File: config.mk
export PLATFORM = sky130hd
export DESIGN_NAME = crc32_acc
export DESIGN_NICKNAME = d
export VERILOG_FILES = /design/src/rtl/crc32_acc.sv
export SDC_FILE = /design/constraint.sdc
export NUM_CORES = 1
export LEC_CHECK = 0
export CAP_MARGIN = 10
export CORE_MARGIN = 2
export CORE_UTILIZATION = 45
export DETAILED_ROUTE_END_ITERATION = 12
export DONT_BUFFER_PORTS = 1
export MAX_ROUTING_LAYER = met4
export PLACE_DENSITY_LB_ADDON = 0.12
export SYNTH_ARGS = -nofsm -noshare
export SYNTH_HDL_FRONTEND = slang
export SYNTH_SLANG_ARGS = --single-unit
File: constraint.sdc
create_clock -name clk -period 6.05 [get_ports clk]
set_input_delay 0.605 -clock clk [delete_from_list [all_inputs] [get_ports clk]]
set_output_delay 0.605 -clock clk [all_outputs]
set_load 0.1 [all_outputs]
File: src/rtl/crc32_acc.sv
module crc32_acc #(
  parameter int              DW      = 32,
  parameter int              CW      = 32,
  parameter logic [CW-1:0]   POLY    = 32'h04C11DB7,
  parameter logic [CW-1:0]   RST_VAL = '1
) (
  input  logic          clk,
  input  logic          rst_n,
  input  logic          frame_rst,
  input  logic [CW-1:0] seed,
  input  logic [DW-1:0] din,
  input  logic          din_vld,
  output logic [CW-1:0] crc_out
);

  localparam int TOP = CW - 1;

  function automatic logic [CW-1:0] fold(input logic [CW-1:0] c_in, input logic [DW-1:0] d);
    logic [CW-1:0] c;
    logic          fb;
    c = c_in;
    for (int i = DW - 1; i >= 0; i--) begin
      fb = c[TOP] ^ d[i];
      c  = {c[TOP-1:0], 1'b0} ^ ({CW{fb}} & POLY);
    end
    return c;
  endfunction

  logic [CW-1:0] crc_q;
  logic          blank_q;
  logic [CW-1:0] crc_nxt;

  assign crc_nxt = fold(crc_q, din);

  always_ff @(posedge clk or negedge rst_n) begin
    if (!rst_n) begin
      crc_q   <= RST_VAL;
      blank_q <= 1'b1;
    end else if (frame_rst) begin
      crc_q   <= seed;
      blank_q <= 1'b1;
    end else begin
      blank_q <= 1'b0;
      if (din_vld) crc_q <= crc_nxt;
    end
  end

  assign crc_out = blank_q ? '0 : crc_q;

endmodule

# ---- Word level (Yosys, flattened, before mapping)
# Cells that the tools add are included.
dict set report totals {
  register_bits 33
  inputBits 68
  output_inout_bits 32
  word_cells 71
}
dict set report op_classes {
  mux 4
  bitwise_logic 64
  reduce_logical 1
}
# cell count
set op_table {}
lappend op_table {{$xor 32x27->32} 32}
lappend op_table {{$mux 32} 3}
lappend op_table {{$xor 1x1->1} 32}
lappend op_table {{$reduce_bool 2->1} 1}
lappend op_table {{$mux 1} 1}

# ---- Logic depth before layout (Yosys ltp)
# Gate-level depths: netlist of the first run.
dict set report logic_depth {
  ltp_word 66
  ltp_mapped 10
  mapped_depth_nobuf 10
}

# ---- Worst setup path after synthesis of the first run
# OpenSTA, ideal clock, no wires.
dict set report synth_timing {
  path_kind {input to register}
  from {input port din[21]}
  to {register crc_q[10]}
  setup_ps 60
  arrival_time_ps 4147
  required_ps 5990
  slack_ps 1843
  stages 10
  n_path_buf 0
  cell_sequence {xnor2_1 -> xnor3_2 -> xor2_2 -> xnor3_2 -> xor3_2 -> xnor3_4 -> xor2_4 -> xnor3_1 -> a211oi_1 -> a21o_1}
}
dict set report synth_between {
  elab_chain_len 28
  elab_cells_between_ends 34
  classes_between {mux (2); bitwise (32)}
}
# element line_no
set synth_rtl {}
lappend synth_rtl {{from (decl)} 11} ;# input logic [DW-1:0] din,
lappend synth_rtl {{$xor 1x1->1 *} 23} ;# fb = c[TOP] ^ d[i];
lappend synth_rtl {{$xor 32x27->32 * (6 in series)} 24} ;# c = {c[TOP-1:0], 1'b0} ^ ({CW{fb}} & POLY);
lappend synth_rtl {{$xor 1x1->1 or $xor 32x27->32 (tied branches)} {23, 24}}
lappend synth_rtl {{$xor 32x27->32 * (6 in series)} 24}
lappend synth_rtl {{$xor 1x1->1 or $xor 32x27->32 (tied branches)} {23, 24}}
lappend synth_rtl {{$xor 32x27->32 * (6 in series)} 24}
lappend synth_rtl {{$xor 1x1->1 or $xor 32x27->32 (tied branches)} {23, 24}}
lappend synth_rtl {{$xor 32x27->32 * (4 in series)} 24}
lappend synth_rtl {{$mux 32 *} 44} ;# if (din_vld) crc_q <= crc_nxt;
lappend synth_rtl {{$mux 32 *} 39} ;# end else if (frame_rst) begin
lappend synth_rtl {{to (signal assigned)} 44}
lappend synth_rtl {{to (decl)} 29} ;# logic [CW-1:0] crc_q;
# Mark *: on every way between the ends. The rest lies on a longest branch, timed or not. The select of a mux whose other input is x is not followed.
# A chain may end at the register's enable or synchronous reset.

# ---- Final worst setup path of the first run
dict set report layout_timing {
  from {register crc_q[21]}
  to {register crc_q[10]}
}
dict set report layout_between {
  elab_chain_len 38
  elab_cells_between_ends 44
  classes_between {mux (2); bitwise (42)}
}
# element line_no
set layout_rtl {}
lappend layout_rtl {{$xor 32x27->32 * (10 in series)} 24}
lappend layout_rtl {{$xor 1x1->1 *} 23}
lappend layout_rtl {{$xor 32x27->32 * (6 in series)} 24}
lappend layout_rtl {{$xor 1x1->1 or $xor 32x27->32 (tied branches)} {23, 24}}
lappend layout_rtl {{$xor 32x27->32 * (6 in series)} 24}
lappend layout_rtl {{$xor 1x1->1 or $xor 32x27->32 (tied branches)} {23, 24}}
lappend layout_rtl {{$xor 32x27->32 * (6 in series)} 24}
lappend layout_rtl {{$xor 1x1->1 or $xor 32x27->32 (tied branches)} {23, 24}}
lappend layout_rtl {{$xor 32x27->32 * (4 in series)} 24}
lappend layout_rtl {{$mux 32 *} 44}
lappend layout_rtl {{$mux 32 *} 39}
# Marked as above.

==> results of run 1 <==
## layer usage
metal | share of wire [%] | vias up
met5 | 0 | -
met4 | 2.9 | 0
met3 | 4.8 | 20
met2 | 47 | 101
met1 | 45 | 1523
li1 | - | 1467
## metrics by stage
step                setup slack [ns]  instance area [um^2]  std cells  util, %  hold slack, ns
global placement               1.404                  5105        583    47.72          0.4596
global route                   1.297                  5206        591    48.67          0.1281
CTS                            1.413                  5206        591    48.67          0.1336
finish                         1.422                  5206        591    48.67          0.1432
detailed placement             1.267                  5105        583    47.72          0.4596
floorplan                      1.843                  4887        456        -          0.4572
## critical path: cells and delay by family (launching register included)
family / cells / cell delay (ns)
AO/OA/AOI/OAI: 2 / 0.37
XOR/XNOR: 8 / 3.82
flip-flops: 1 / 0.38
## flip-flops by register name, summed over array words and instances (netlist names)
register,count
crc_q,32
blank_q,1
## area by class of cell
type	instances	area (um^2)	area share [%]
Multi-Input combinational cell	407	4040	77.60
Sequential cell	33	867.1	16.65
Tap cell	140	175.2	3.365
Clock buffer	7	96.34	1.851
Timing Repair Buffer	3	22.52	0.4326
Clock inverter	1	5.005	0.09613
## Yosys cell counts (3+ instances only)
library cell	instances	share of area, %
clkbuf_1	15	1.2
a21o_1	12	1.8
o21ai_0	26	2.7
xnor3_1	32	15
a21oi_1	3	0.31
nor3b_1	3	0.46
dfstp_2	33	18
xnor2_1	160	29
nand2_1	25	1.9
xnor2_4	3	1.7
xnor2_2	8	2.7
xnor3_4	6	3.2
a211oi_1	12	1.8
mux2i_1	9	1.8
xnor3_2	4	1.9
xor2_2	3	1.0
nor2_1	12	0.92
nor2b_1	32	4.1
xor2_1	52	9.3
## path summary, 6_finish.rpt
check,start,to,slack (ns),cells after the start
max,crc_q[21],crc_q[10],1.42,10
min,rst_n,crc_q[0],0.14,0
max reg2reg,crc_q[21],crc_q[10],1.42,10
min reg2reg,crc_q[3],crc_q[3],0.59,2
max in group asynchronous,rst_n,crc_q[4],5.87,0
min in group clk,frame_rst,blank_q,0.30,0
## kinds of logic after synthesis
logic type             after synthesis  share of synthesized area, %
AND/OR/NAND/NOR                     73                         7.527
flip-flops                          33                         17.74
buffers and inverters               16                         1.229
multiplexers                         9                         1.843
AO/OA/AOI/OAI                       54                         6.759
XOR/XNOR                           271                         64.90
==> results.ini, run 1 <==
[status]
status = finished clean

[critical_path]
crit_fanout = 7
cp_slowest_cell = xnor2_1
criticalPathCategory = reg -> reg
cp.arrival_ns = 4.88
slowest_delay_ns = 0.65
cp_cell_sequence = xnor2_1 > xnor3_2 > xor2_2 > xnor3_2 > xor3_2 > xnor3_4 > xor2_4 > xnor3_1 > a211oi_1 > a21o_1
crit_top_cell = xnor3_2
critPathCaptureType = flip-flop
cp-start-kind = flip-flop
required_ns = 6.30

[floorplan]
start_util_pct = 45.68
core_area_um2 = 10700
die_h_um = 108.2
die_w_um = 108.2
die-area_um2 = 11710
io_pins = 100
rows = 38

[routing]
drtPass1Iterations = 4
viasPerCell = 5.264
ant_nets = 0
vias = 3111
wirelength_um = 13360
drc_errors = 0
drt_first_iter_violations = 162
wl_per_cell_um = 22.61

[cts]
post_cts_buffers = 0
holdBufCountCts = 0
ctsResizeCount = 0
cts_root_buf = clkbuf_8
worstSkewPairLatency_ns = 0.30
cts_buffers = 5
tritoncts = built
path_clk_slew_ns = 0.08
clock_path_buffers = 2
cts_sinks = 33
h-tree-depth = 2

[timing]
timing.fmax_mhz = 216.1
finClkSkew_ns = 0.007319
setup_tns_ns = 0
final-hold-violation-count = 0
period_share_pct = 76.50
period_needed_ns = 4.628
drv_slew = 0
worst_slew_pin_slew_ns = 1.078
finalSetupViolCount = 0
slew_headroom_pct = 27.84
rsz0062_at_grt = no

[final_layout]
final_common_cell = xnor2_1
final_cell_mix = xnor2_1, xor2_1, dfstp_2
syn_to_final_growth_pct = 6.528
fillers = 1014
diodes = 0
drive_gt1_share_pct = 22.84
nets = 518

[min_path]
hold_path.class = in -> async

[synthesis]
postSynthAreaPerCell_um2 = 10.72
async_flop_share_pct = 100.0
synth_seq_cells = 33
synth_cell_type_count = 25
synth_ff_type = dfstp_2
synth_seq_area_share_pct = 17.74
synth_cells = 456
ys_warn_count = 0
synth_edf_count = 0
synth_area_um2 = 4887
syn_nets = 524

[grt]
grt_usage_pct = 24.94
use_met2_pct = 38.68
busiest_layer = met2
met3_usage_pct = 3.677
grt_pass1_wl_um = 20270
grt_max_degree = 67
overflow = 0
grt_use_met1_pct = 33.38
grt_antenna_before_repair = 0
grt_pass1_vias = 3305

[placement]
place.gp.congestion = 0.9424
port-buffer-count = 0
dp_hpwl_um = 10900

[job]
max_cap_viol_count = 0

Power of run 1 is not shown: default switching activity piles up to over one toggle a cycle in this logic, so the estimate is an artifact.
==> run 2, diff against run 1 <==
==> constraint.sdc (replaced) <==
create_clock -name clk -period 4.3 [get_ports clk]
set_input_delay 0.43 -clock clk [delete_from_list [all_inputs] [get_ports clk]]
set_output_delay 0.43 -clock clk [all_outputs]
set_load 0.1 [all_outputs]
==> results.ini, run 2 (synthesized netlist as in run 1, its figures left out) <==
[final_layout]
fillers = 992  ; -2.2%
final_common_cell = xnor2_1
regMostFlops = crc_q
syn_to_final_growth_pct = 12.11
final-seq-area_um2 = 867.1  ; unchanged
final_cell_mix = xnor2_1, xor2_1, dfstp_2
reg.largest.list = crc_q (32), blank_q (1)
drive_gt1_share_pct = 28.27  ; +5.4 points
diodes = 0  ; unchanged
nets = 548  ; +5.8%
finalInstanceArea_um2 = 5479  ; +5.2%
multi_input_area_um2 = 4056  ; +0.40%
largest_reg_flops = 32  ; unchanged

[critical_path]
required_ns = 4.52  ; -1.78 ns
cp.arrival_ns = 4.35  ; -0.53 ns
cp_cell_sequence = xor2_1 > buf_4 > xnor3_4 > xor2_2 > xnor3_2 > xnor3_1 > buf_4 > xnor2_1 > buf_4 > xor2_1 > xnor2_1 > mux2i_1 > o21ai_0
critPathCaptureType = flip-flop
crit_fanout = 4  ; -3
crit_family = XOR/XNOR gates
criticalPathCategory = reg -> reg
slowest_delay_ns = 0.63  ; -0.02 ns
crit_buf_inv = 3  ; +3
cp_slowest_cell = dfstp_2
crit_top_cell = buf_4
cp-start-kind = flip-flop

[placement]
dp_hpwl_um = 11210  ; +2.9%
place.gp.congestion = 0.9295  ; -1.4%
place_area_um2 = 5323  ; +4.3%
port-buffer-count = 0  ; unchanged

[timing]
finalSetupViolCount = 0  ; unchanged
hold_slack_ns = 0.1228  ; -0.02035 ns
drv_slew = 0  ; unchanged
timing.fmax_mhz = 242.0  ; +12%
worst_slew_pin_slew_ns = 1.073  ; -0.005012 ns
slew_headroom_pct = 28.17  ; +0.34 points
final-hold-violation-count = 0  ; unchanged
setup_tns_ns = 0  ; unchanged
finClkSkew_ns = 0.009635  ; +0.002317 ns
rsz0062_at_grt = no
period_share_pct = 96.10  ; +20 points
period_needed_ns = 4.132  ; -0.4956 ns

[status]
status = finished clean

[cts]
worstSkewPairLatency_ns = 0.30  ; about the same
tritoncts = built
path_clk_slew_ns = 0.08  ; about the same
cts_sinks = 33  ; unchanged
cts_buffers = 5  ; unchanged
cts_root_buf = clkbuf_8
h-tree-depth = 2  ; unchanged
clock_path_buffers = 2  ; unchanged

[routing]
drtPass1Iterations = 4  ; unchanged
vias = 3196  ; +2.7%
viasPerCell = 5.147  ; -2.2%
drc_errors = 0  ; unchanged
wirelength_um = 13650  ; +2.1%
ant_nets = 0  ; unchanged
wl_per_cell_um = 21.98  ; -2.8%
drt_first_iter_violations = 161  ; -0.62%

[grt]
grt_antenna_before_repair = 0  ; unchanged
overflow = 0  ; unchanged
busiest_layer = met2
grt_max_degree = 67  ; unchanged
grt_pass1_vias = 3414  ; +3.3%
use_met2_pct = 39.67  ; +0.99 points
met3_usage_pct = 3.134  ; -0.54 points
grt_usage_pct = 25.10  ; +0.16 points
grt_use_met1_pct = 34.73  ; +1.3 points
grt_pass1_wl_um = 20670  ; +1.9%

[floorplan]
die_h_um = 108.2  ; unchanged
rows = 38  ; unchanged
io_pins = 100  ; unchanged
die_w_um = 108.2  ; unchanged
die-area_um2 = 11710  ; unchanged
start_util_pct = 45.68  ; unchanged
core_area_um2 = 10700  ; unchanged

[min_path]
hold_path.class = in -> reg

[job]
max_cap_viol_count = 0  ; unchanged

==> run 2: changes by cell type in the layout (fill, tap and decap cells not counted), sizes merged <==
cell / delta
bufinv: +1
buf: +30
clkbuf: -1
clkinv: -1
clkinvlp: +1
==> run 2: final cells by class <==
class                      count  area share, %
tap                          140          3.197
timing repair buffer          33          4.750
sequential                    33          15.83
clock inverter                 2         0.6851
clock buffer                   6          1.507
multi-input combinational    407          74.04
==> run 2: metrics by stage <==
step	utilization [%]	cells	setup slack [ns]
after floorplan	-	456	0.1927
after global placement	49.75	612	0.1147
after detailed placement	49.75	612	0.1298
after CTS	51.06	621	0.1276
after global routing	51.22	621	0.005024
final	51.22	621	0.1675
==> run 2: timing repair <==
item,CTS,global route
gates resized for setup,0,3
endpoints found under the hold margin,33,0
setup buffers,0,0
hold buffers,1,0
setup endpoints to repair,0,3
==> run 2: metal layers <==
layer,wire length [um],up-vias,part of all wire [%]
met2,6520,101,48
met3,879,16,6.4
met5,0,-,0
li1,-,1537,-
met1,6024,1542,44
met4,222,0,1.6
==> run 2: worst paths after layout <==
kind                            from   endpoint  slack [ns]  cells after the start
setup / recovery           crc_q[31]  crc_q[23]        0.17                     13
hold / removal             frame_rst    blank_q        0.12                      0
setup reg to reg           crc_q[31]  crc_q[23]        0.17                     13
hold reg to reg            crc_q[14]  crc_q[14]        0.58                      2
max in group asynchronous      rst_n   crc_q[8]        4.08                      1
min in group asynchronous      rst_n    blank_q        0.17                      1
Power of run 2 is left out for the same reason.
==> run 3, diff against run 2 <==
--- a/config.mk
+++ b/config.mk
@@ -6,7 +6,7 @@
 export NUM_CORES = 1
 export LEC_CHECK = 0
 export CAP_MARGIN = 10
-export CORE_MARGIN = 2
+export CORE_ASPECT_RATIO = 0.9
 export CORE_UTILIZATION = 45
 export DETAILED_ROUTE_END_ITERATION = 12
 export DONT_BUFFER_PORTS = 1
==> results.ini, run 3 (synthesized netlist as in run 1, its figures left out) <==
[floorplan]
die_w_um = 111.9  ; +3.4%
die_h_um = 100.9  ; -6.8%
rows = 35  ; -7.9%
die-area_um2 = 11280  ; -3.7%
start_util_pct = 47.09  ; +1.4 points
core_area_um2 = 10380  ; -3.0%
io_pins = 100  ; unchanged

[grt]
overflow = 0  ; unchanged
grt_max_degree = 67  ; unchanged
grt_antenna_before_repair = 0  ; unchanged
grt_pass1_vias = 3202  ; -6.2%
grt_usage_pct = 25.36  ; +0.26 points
grt_pass1_wl_um = 20060  ; -2.9%

[timing]
drv_slew = 0  ; unchanged
timing.fmax_mhz = 244.1  ; +0.85%
finalSetupViolCount = 0  ; unchanged
period_share_pct = 95.29  ; -0.81 points
slew_headroom_pct = 27.82  ; -0.35 points
period_needed_ns = 4.097  ; -0.03501 ns
setup_tns_ns = 0  ; unchanged
finClkSkew_ns = 0.01057  ; +0.0009353 ns
rsz0062_at_grt = no
final-hold-violation-count = 0  ; unchanged
worst_slew_pin_slew_ns = 1.078  ; +0.005268 ns

[critical_path]
crit_top_cell = xnor2_1
criticalPathCategory = reg -> reg
critPathCaptureType = flip-flop
cp_slowest_cell = xnor3_2
crit_fanout = 5  ; +1
required_ns = 4.52  ; about the same
slowest_delay_ns = 0.53  ; -0.10 ns
cp-start-kind = flip-flop
cp.arrival_ns = 4.32  ; -0.03 ns
cp_cell_sequence = xnor2_1 > xnor3_2 > xor3_4 > xnor2_1 > xor3_2 > xnor3_4 > xor2_4 > xnor3_1 > a211oi_1 > a21o_1
reg2regPathDepth = 10  ; -3
crit-reg2reg-launch = crc_q[21]
crit_buf_inv = 0  ; -3
crit_family = XOR/XNOR gates
reg2reg_to = crc_q[10]
r2r_slack_ns = 0.20  ; +0.04 ns

[status]
violations = DRC
status = finished, violations left

[final_layout]
fillers = 943  ; -4.9%
final_cell_mix = xnor2_1, xor2_1, dfstp_2
largest_reg_flops = 32  ; unchanged
drive_gt1_share_pct = 27.56  ; -0.72 points
diodes = 0  ; unchanged
nets = 546  ; -0.36%
reg.largest.list = crc_q (32), blank_q (1)
multi_input_area_um2 = 4063  ; +0.15%
regMostFlops = crc_q
final-seq-area_um2 = 867.1  ; unchanged
syn_to_final_growth_pct = 12.78
final_common_cell = xnor2_1

[cts]
clock_path_buffers = 2  ; unchanged
h-tree-depth = 2  ; unchanged
worstSkewPairLatency_ns = 0.28  ; -0.02 ns
cts_sinks = 33  ; unchanged
cts_buffers = 5  ; unchanged
tritoncts = built
post_cts_buffers = 0  ; unchanged
cts_root_buf = clkbuf_16
path_clk_slew_ns = 0.05  ; -0.03 ns

[min_path]
hold_path.class = in -> reg
min_delay_worst_endpoint = blank_q
worstHoldStart = frame_rst
min_path_cells = 0  ; unchanged

[routing]
drtPass1Iterations = 8  ; +4
wl_per_cell_um = 21.85  ; -0.56%
drt_first_iter_violations = 108  ; -33%
ant_nets = 0  ; unchanged
drc_errors = 1  ; +1
vias = 3174  ; -0.69%
viasPerCell = 5.220  ; +1.4%
wirelength_um = 13290  ; -2.6%

[placement]
port-buffer-count = 0  ; unchanged
dp_hpwl_um = 10820  ; -3.4%
place.gp.congestion = 0.9006  ; -3.1%

[job]
max_cap_viol_count = 0  ; unchanged

-- run 3: changes by cell type in the layout (fill, tap and decap cells not counted), sizes merged --
cell         change
dlygate4sd3      +1
clkbuf           +1
buf              -3
clkinvlp         -1
-- run 3: how the worst max path moves through the flow --
stage,start,to,slack [ns],depth (start not counted)
6_report,crc_q[21],crc_q[10],0.20,10
5_1_grt,crc_q[31],crc_q[10],0.02,10
4_1_cts,crc_q[31],crc_q[7],0.14,11
3_5_place_dp,din[21],crc_q[7],0.16,11
3_3_place_gp,crc_q[25],crc_q[15],0.16,10
2_1_floorplan,crc_q[31],crc_q[10],0.19,10
-- run 3: metal layers --
layer	wire, um	track usage, %	vias to the layer above
li1	-	-	1532
met1	6327	36.20	1555
met2	6066	38.60	77
met3	687	2.946	10
met4	205	5.717	0
met5	0	-	-
-- run 3: worst reg2reg max path: cells and delay by family (launching register included) --
family / cells / cell delay, ns
AO/OA/AOI/OAI: 2 / 0.36
XOR/XNOR: 8 / 3.31
flip-flops: 1 / 0.38
-- run 3: stage by stage --
step	setup WS [ns]	cells	utilization [%]	hold WS, ns	instance area, um^2
after floorplan	0.1927	456	-	0.2822	4887
after global placement	0.1569	598	50.93	0.2851	5286
after detailed placement	0.1593	598	50.93	0.2841	5286
after CTS	0.1439	608	52.89	0.1457	5489
after global routing	0.01800	608	53.10	0.1392	5512
final	0.2025	608	53.10	0.1526	5512
-- run 3: cell type report --
type,instances,share of cell area (%)
multi-input combinational,407,73.71
sequential,33,15.73
timing repair buffer,31,4.495
tap,129,2.928
clock buffer,7,2.588
clock inverter,1,0.5448
-- run 3: repair_timing --
| item | in CTS | in global routing |
|---|---|---|
| hold buffers | 2 | 0 |
| hold endpoints to repair | 27 | 0 |
| gates resized for setup | 0 | 3 |
| setup endpoints to repair | 0 | 3 |
Power of run 3 is left out for the same reason.
